File: config.mk
export PLATFORM = sky130hd
export DESIGN_NAME = srch_responder
export DESIGN_NICKNAME = d
export VERILOG_FILES = /design/src/rtl/srch_pkg.sv /design/src/rtl/srch_bit_index.sv /design/src/rtl/srch_id_select.sv /design/src/rtl/srch_seq_fsm.sv /design/src/rtl/srch_responder.sv
export SDC_FILE = /design/constraint.sdc
export NUM_CORES = 1
export LEC_CHECK = 0
export ABC_CLOCK_PERIOD_IN_PS = 2900
export BUFFER_PORTS_ARGS = -buffer_cell sky130_fd_sc_hd__clkbuf_2
export CORE_MARGIN = 10
export CORE_UTILIZATION = 56
export CTS_BUF_LIST = sky130_fd_sc_hd__clkbuf_2
export DETAILED_ROUTE_END_ITERATION = 8
export GPL_TIMING_DRIVEN = 0
export PLACE_DENSITY = 0.75
export SLEW_MARGIN = 20
export SYNTH_ARGS = -nofsm -noshare
export SYNTH_HDL_FRONTEND = slang
export SYNTH_HIERARCHICAL = 1
export SYNTH_SLANG_ARGS = --single-unit
export TNS_END_PERCENT = 5
File: constraint.sdc
create_clock -name clk -period 2.9 [get_ports clk]
set_input_delay 0.58 -clock clk [delete_from_list [all_inputs] [get_ports clk]]
set_output_delay 0.58 -clock clk [all_outputs]
set_load 0.005 [all_outputs]
File: src/rtl/srch_pkg.sv
package srch_pkg;

    typedef enum logic [2:0] {
        S_IDLE      = 3'd0,
        S_SEND_TRUE = 3'd1,
        S_SEND_COMP = 3'd2,
        S_AWAIT_WR  = 3'd3,
        S_STREAM    = 3'd4,
        S_DROPPED   = 3'd5
    } srch_state_e;

    function automatic logic is_active(input srch_state_e st);
        return (st == S_SEND_TRUE) || (st == S_SEND_COMP) ||
               (st == S_AWAIT_WR)  || (st == S_STREAM);
    endfunction

endpackage

File: src/rtl/srch_bit_index.sv
module srch_bit_index #(
    parameter int ID_WIDTH = 64,
    localparam int IDX_W = (ID_WIDTH > 1) ? $clog2(ID_WIDTH) : 1
) (
    input  logic             clk,
    input  logic             rst_n,
    input  logic             clr_i,
    input  logic             adv_i,
    output logic [IDX_W-1:0] idx_o,
    output logic             last_o
);

    localparam logic [IDX_W-1:0] LAST_IDX = IDX_W'(ID_WIDTH - 1);

    logic [IDX_W-1:0] idx_q;

    always_ff @(posedge clk) begin
        if (!rst_n) begin
            idx_q <= '0;
        end else if (clr_i) begin
            idx_q <= '0;
        end else if (adv_i && (idx_q != LAST_IDX)) begin
            idx_q <= idx_q + IDX_W'(1);
        end
    end

    assign idx_o  = idx_q;
    assign last_o = (idx_q == LAST_IDX);


    index_step_chk: assert property (@(posedge clk) disable iff (!rst_n)
        (adv_i && !clr_i && !last_o) |=> (idx_o == $past(idx_o) + IDX_W'(1)));


    index_clear_chk: assert property (@(posedge clk) disable iff (!rst_n)
        clr_i |=> (idx_o == '0));

endmodule

File: src/rtl/srch_id_select.sv
module srch_id_select #(
    parameter int                  ID_WIDTH = 64,
    parameter logic [ID_WIDTH-1:0] ID_VALUE = '0,
    localparam int IDX_W = (ID_WIDTH > 1) ? $clog2(ID_WIDTH) : 1
) (
    input  logic [IDX_W-1:0] idx_i,
    output logic             bit_o
);

    logic [ID_WIDTH-1:0] sel_vec;

    for (genvar g = 0; g < ID_WIDTH; g++) begin : g_pick
        assign sel_vec[g] = (idx_i == IDX_W'(g)) & ID_VALUE[g];
    end

    assign bit_o = |sel_vec;

endmodule

File: src/rtl/srch_seq_fsm.sv
module srch_seq_fsm
    import srch_pkg::*;
(
    input  logic        clk,
    input  logic        rst_n,
    input  logic        start_i,
    input  logic        rd_i,
    input  logic        wr_i,
    input  logic        match_i,
    input  logic        last_i,
    output srch_state_e state_o,
    output logic        idx_clr_o,
    output logic        idx_adv_o
);

    srch_state_e state_q, state_d;

    always_ff @(posedge clk) begin
        if (!rst_n) begin
            state_q <= S_IDLE;
        end else begin
            state_q <= state_d;
        end
    end

    always_comb begin
        state_d   = state_q;
        idx_clr_o = 1'b0;
        idx_adv_o = 1'b0;
        if (start_i) begin
            state_d   = S_SEND_TRUE;
            idx_clr_o = 1'b1;
        end else begin
            unique case (state_q)
                S_IDLE, S_DROPPED: begin
                    state_d = state_q;
                end
                S_SEND_TRUE: begin
                    if (wr_i)      state_d = S_DROPPED;
                    else if (rd_i) state_d = S_SEND_COMP;
                end
                S_SEND_COMP: begin
                    if (wr_i)      state_d = S_DROPPED;
                    else if (rd_i) state_d = S_AWAIT_WR;
                end
                S_AWAIT_WR: begin
                    if (rd_i) begin
                        state_d = S_DROPPED;
                    end else if (wr_i) begin
                        if (!match_i) begin
                            state_d = S_DROPPED;
                        end else if (last_i) begin
                            state_d = S_STREAM;
                        end else begin
                            state_d   = S_SEND_TRUE;
                            idx_adv_o = 1'b1;
                        end
                    end
                end
                S_STREAM: begin
                    if (wr_i) state_d = S_DROPPED;
                end
                default: state_d = S_IDLE;
            endcase
        end
    end

    assign state_o = state_q;


    late_read_chk: assert property (@(posedge clk) disable iff (!rst_n)
        (state_q == S_AWAIT_WR && rd_i && !start_i) |=> (state_q == S_DROPPED));


    early_write_chk: assert property (@(posedge clk) disable iff (!rst_n)
        ((state_q == S_SEND_TRUE || state_q == S_SEND_COMP) && wr_i && !start_i)
        |=> (state_q == S_DROPPED));


    restart_chk: assert property (@(posedge clk) disable iff (!rst_n)
        start_i |=> (state_q == S_SEND_TRUE));


    stream_write_chk: assert property (@(posedge clk) disable iff (!rst_n)
        (state_q == S_STREAM && wr_i && !start_i) |=> (state_q == S_DROPPED));

endmodule

File: src/rtl/srch_responder.sv
module srch_responder
    import srch_pkg::*;
#(
    parameter int                  ID_WIDTH = 64,
    parameter logic [ID_WIDTH-1:0] ID_VALUE = 64'h5A00_0000_1234_ABCD
) (
    input  logic clk,
    input  logic rst_n,
    input  logic start_i,
    input  logic rd_slot_i,
    input  logic wr_slot_i,
    input  logic wr_bit_i,
    input  logic pio_i,
    output logic line_o,
    output logic selected_o,
    output logic done_o
);

    localparam int IDX_W = (ID_WIDTH > 1) ? $clog2(ID_WIDTH) : 1;

    srch_state_e      state;
    logic [IDX_W-1:0] idx;
    logic             last_bit;
    logic             cur_bit;
    logic             idx_clr;
    logic             idx_adv;

    srch_bit_index #(.ID_WIDTH(ID_WIDTH)) u_index (
        .clk    (clk),
        .rst_n  (rst_n),
        .clr_i  (idx_clr),
        .adv_i  (idx_adv),
        .idx_o  (idx),
        .last_o (last_bit)
    );

    srch_id_select #(.ID_WIDTH(ID_WIDTH), .ID_VALUE(ID_VALUE)) u_select (
        .idx_i (idx),
        .bit_o (cur_bit)
    );

    srch_seq_fsm u_fsm (
        .clk       (clk),
        .rst_n     (rst_n),
        .start_i   (start_i),
        .rd_i      (rd_slot_i),
        .wr_i      (wr_slot_i),
        .match_i   (wr_bit_i == cur_bit),
        .last_i    (last_bit),
        .state_o   (state),
        .idx_clr_o (idx_clr),
        .idx_adv_o (idx_adv)
    );

    always_comb begin
        line_o = 1'b1;
        unique case (state)
            S_SEND_TRUE: line_o = cur_bit;
            S_SEND_COMP: line_o = ~cur_bit;
            S_STREAM:    line_o = pio_i;
            default:     line_o = 1'b1;
        endcase
    end

    assign selected_o = is_active(state);
    assign done_o     = (state == S_STREAM);


    release_when_idle_chk: assert property (@(posedge clk) disable iff (!rst_n)
        !selected_o |-> line_o);


    mismatch_drop_chk: assert property (@(posedge clk) disable iff (!rst_n)
        (state == S_AWAIT_WR && wr_slot_i && !rd_slot_i && !start_i && (wr_bit_i != cur_bit))
        |=> !selected_o);


    final_match_chk: assert property (@(posedge clk) disable iff (!rst_n)
        (state == S_AWAIT_WR && wr_slot_i && !rd_slot_i && !start_i &&
         (wr_bit_i == cur_bit) && last_bit) |=> done_o);


    slot_clash_chk: assert property (@(posedge clk) disable iff (!rst_n)
        (rd_slot_i && wr_slot_i && !start_i && state != S_IDLE) |=> !selected_o);

endmodule

==> impl_metrics.ini <==
[clock_tree]
cts.clk_slew.worst_paths_ps = 90
clock_sinks = 9
cts_buffers = 3
cts_root_buf = clkbuf_2
htreeDepth = 1
cts_resized = 0
tritoncts = yes
post_cts_buffers = 0
cts_max_path_buffers = 2
ctsHoldBuffers = 0
clk_latency_ps = 240

[grt]
grt_use_met2_pct = 12.9
grt_antenna_before_repair = 0
grt_pass1_vias = 606
grt_max_degree = 11
top_usage_layer = met2
grtUsageMet1_pct = 11.3
grt_use_total_pct = 8.97
grt.overflow.total = 0
met3_usage_pct = 4.56
grt_pass1_wl_um = 2440

[outcome]
outcome = finished clean

[route]
ant_nets = 0
drt_iter0_markers = 33
drtPass1Iterations = 4
drc_errors = 0
route.final.wire_length_um = 1490
wl_per_cell_um = 12.9
via_per_inst = 5.97
vias = 687

[floorplan]
fp.dieH_um = 56.2
rows = 12
die_w_um = 56.2
io_pins = 10
start_util_pct = 62.7
die_area_um2 = 3160
core_area_um2 = 1170

[critical_path]
r2r-start = u_index/idx_o[4]$_SDFFE_PP0P_
critPathMaxFanout = 8
worstSetupPathType = reg -> reg
arrival_ps = 2910
reg2reg_to = u_index/idx_o[5]$_SDFFE_PP0P_
worst_setup_path_end_kind = flop
critPathRequiredTime_ps = 3040
rr_worst_depth = 10
cp-startpoint = u_index/idx_o[4]$_SDFFE_PP0P_
critPathLaunchType = flop
regToRegSetupSlack_ps = 120

[layout]
finalInstanceArea_um2 = 833
syn2layout_area_growth_pct = 13.5
antenna_cells = 0
drive_gt1_share_pct = 25.7
fin_util_pct = 71.2
final_nets = 110

[synth]
syn-num-nets = 96
syn-instance-count = 88
synth_seq_cells = 9
synth_commonest_cells = 9 x dfxtp_1, 8 x nand2_1, 5 x nand2b_1, 5 x nor3_1, 4 x inv_1
synth_top_area_cell = dfxtp_1
syn_avg_cell_area_um2 = 8.35
async_flop_share_pct = 0
synth.most_common_cell = dfxtp_1
syn-cell-area_um2 = 734
synthTopCellsByArea = dfxtp_1 25%, nand2b_1 4.3%, nand2_1 4.1%, xnor2_1 3.6%, nor3_1 3.4%
synth-edff-count = 0
ys.flop_type = dfxtp_1
synth_warnings = 6
synth.distinct_cells = 41
synth_top_area_share_pct = 24.5
synth.yosys.seq_area_share_pct = 24.5

[place]
place_area_um2 = 797
portBuffers = 9
gp_routability_congestion = 0.905
hpwl_um = 1070
pre_cts_ws_ps = 39.4

[timing]
setup-tns-final_ps = 0
setup_violations = 0
clock-skew-final_ps = 7.80
final.min_clock_period_ps = 2780
maxSlewViolCount = 0
worst_pin_slew_ps = 372
fmax_mhz = 360
fin_crit_sh_pct = 95.7
relSlewSlack_pct = 75.2
finalHoldViolations = 0
setup_ws_ps = 124

[pwr]
cellPowerDensity_nw_per_um2 = 288
p_total_mw = 0.240
p_leak_nw = 0.339
ir_worst_vdd_mv = 0.302

[hold_path]
min_to = u_index/idx_o[2]$_SDFFE_PP0P_
hold_class = reg -> reg
min_path_cells = 1
worst_hold_startpoint = u_index/idx_o[2]$_SDFFE_PP0P_

[run]
max_cap_viol_count = 0
-- logic make-up (layout without fill, tap and decap cells) --
group                    after synthesis  count (layout)  share of synthesized area [%]
flip-flops                             9               9                           24.5
AO/OA/AOI/OAI                         22              22                           21.8
adder cells (fa/ha/maj)                1               1                           1.70
multiplexers                           2               2                           2.73
buffers and inverters                  8              21                           7.15
AND/OR/NAND/NOR                       41              41                           36.1
XOR/XNOR                               5               5                           5.96
-- power breakdown --
| part | switching [mW] | internal (mW) |
|---|---|---|
| sequential | 0.00218 | 0.125 |
| clock | 0.0417 | 0.0366 |
| combinational | 0.0173 | 0.0176 |
-- cells in the final DEF, fill, tap and decap left out, types with 3 or more instances in the layout --
cell type	count
a31oi_1	3
nand2_1	8
inv_1	4
o22ai_1	3
dfxtp_1	8
nor3_1	5
a21oi_1	3
clkbuf_2	13
nand2b_1	5
xnor2_1	3
-- through the flow --
stage               cells  hold WS, ps
global route          115          571
CTS                   115          566
floorplan              88          497
finish                115          545
detailed placement    111          551
global placement      111          538
-- final cells by class --
class                      count  area, um^2
multi-input combinational     71         517
fill                          98         338
sequential                     9         181
timing repair buffer           9        45.0
buffer                         4        37.5
clock buffer                   4        20.0
tap                           14        17.5
inverter                       4        15.0
-- worst max path at each step --
stage	endpoint	slack, ps	cells after the start
after floorplan	u_index/idx_o[5]$_SDFFE_PP0P_	410	10
after global placement	u_index/idx_o[5]$_SDFFE_PP0P_	90	10
after detailed placement	u_index/idx_o[5]$_SDFFE_PP0P_	40	10
after CTS	u_index/idx_o[5]$_SDFFE_PP0P_	10	10
after global routing	u_index/idx_o[3]$_SDFFE_PP0P_	-50	10
final	u_index/idx_o[5]$_SDFFE_PP0P_	120	10
-- sequential cells by signal, indices dropped and copies added (netlist names) --
| signal | flops |
|---|---|
| u_index/idx_o | 6 |
| u_fsm/state_o | 3 |
-- per-layer routing --
layer  routed length (um)  part of all wire (%)
met1                  735                    49
met2                  631                    42
met3                  121                   8.1
met4                    0                     0
met5                    0                     0
-- critical path, stage by stage, from the launching register on --
cell,delay [ps]
dfxtp_1,490
xor2_1,180
nor3_1,70
a311oi_2,250
o21ai_1,130
xnor2_1,270
nor3b_1,350
nor4bb_4,420
and4_4,280
and4bb_1,210
nor3_2,40
No activity file was read; power rests on OpenSTA's default activity.
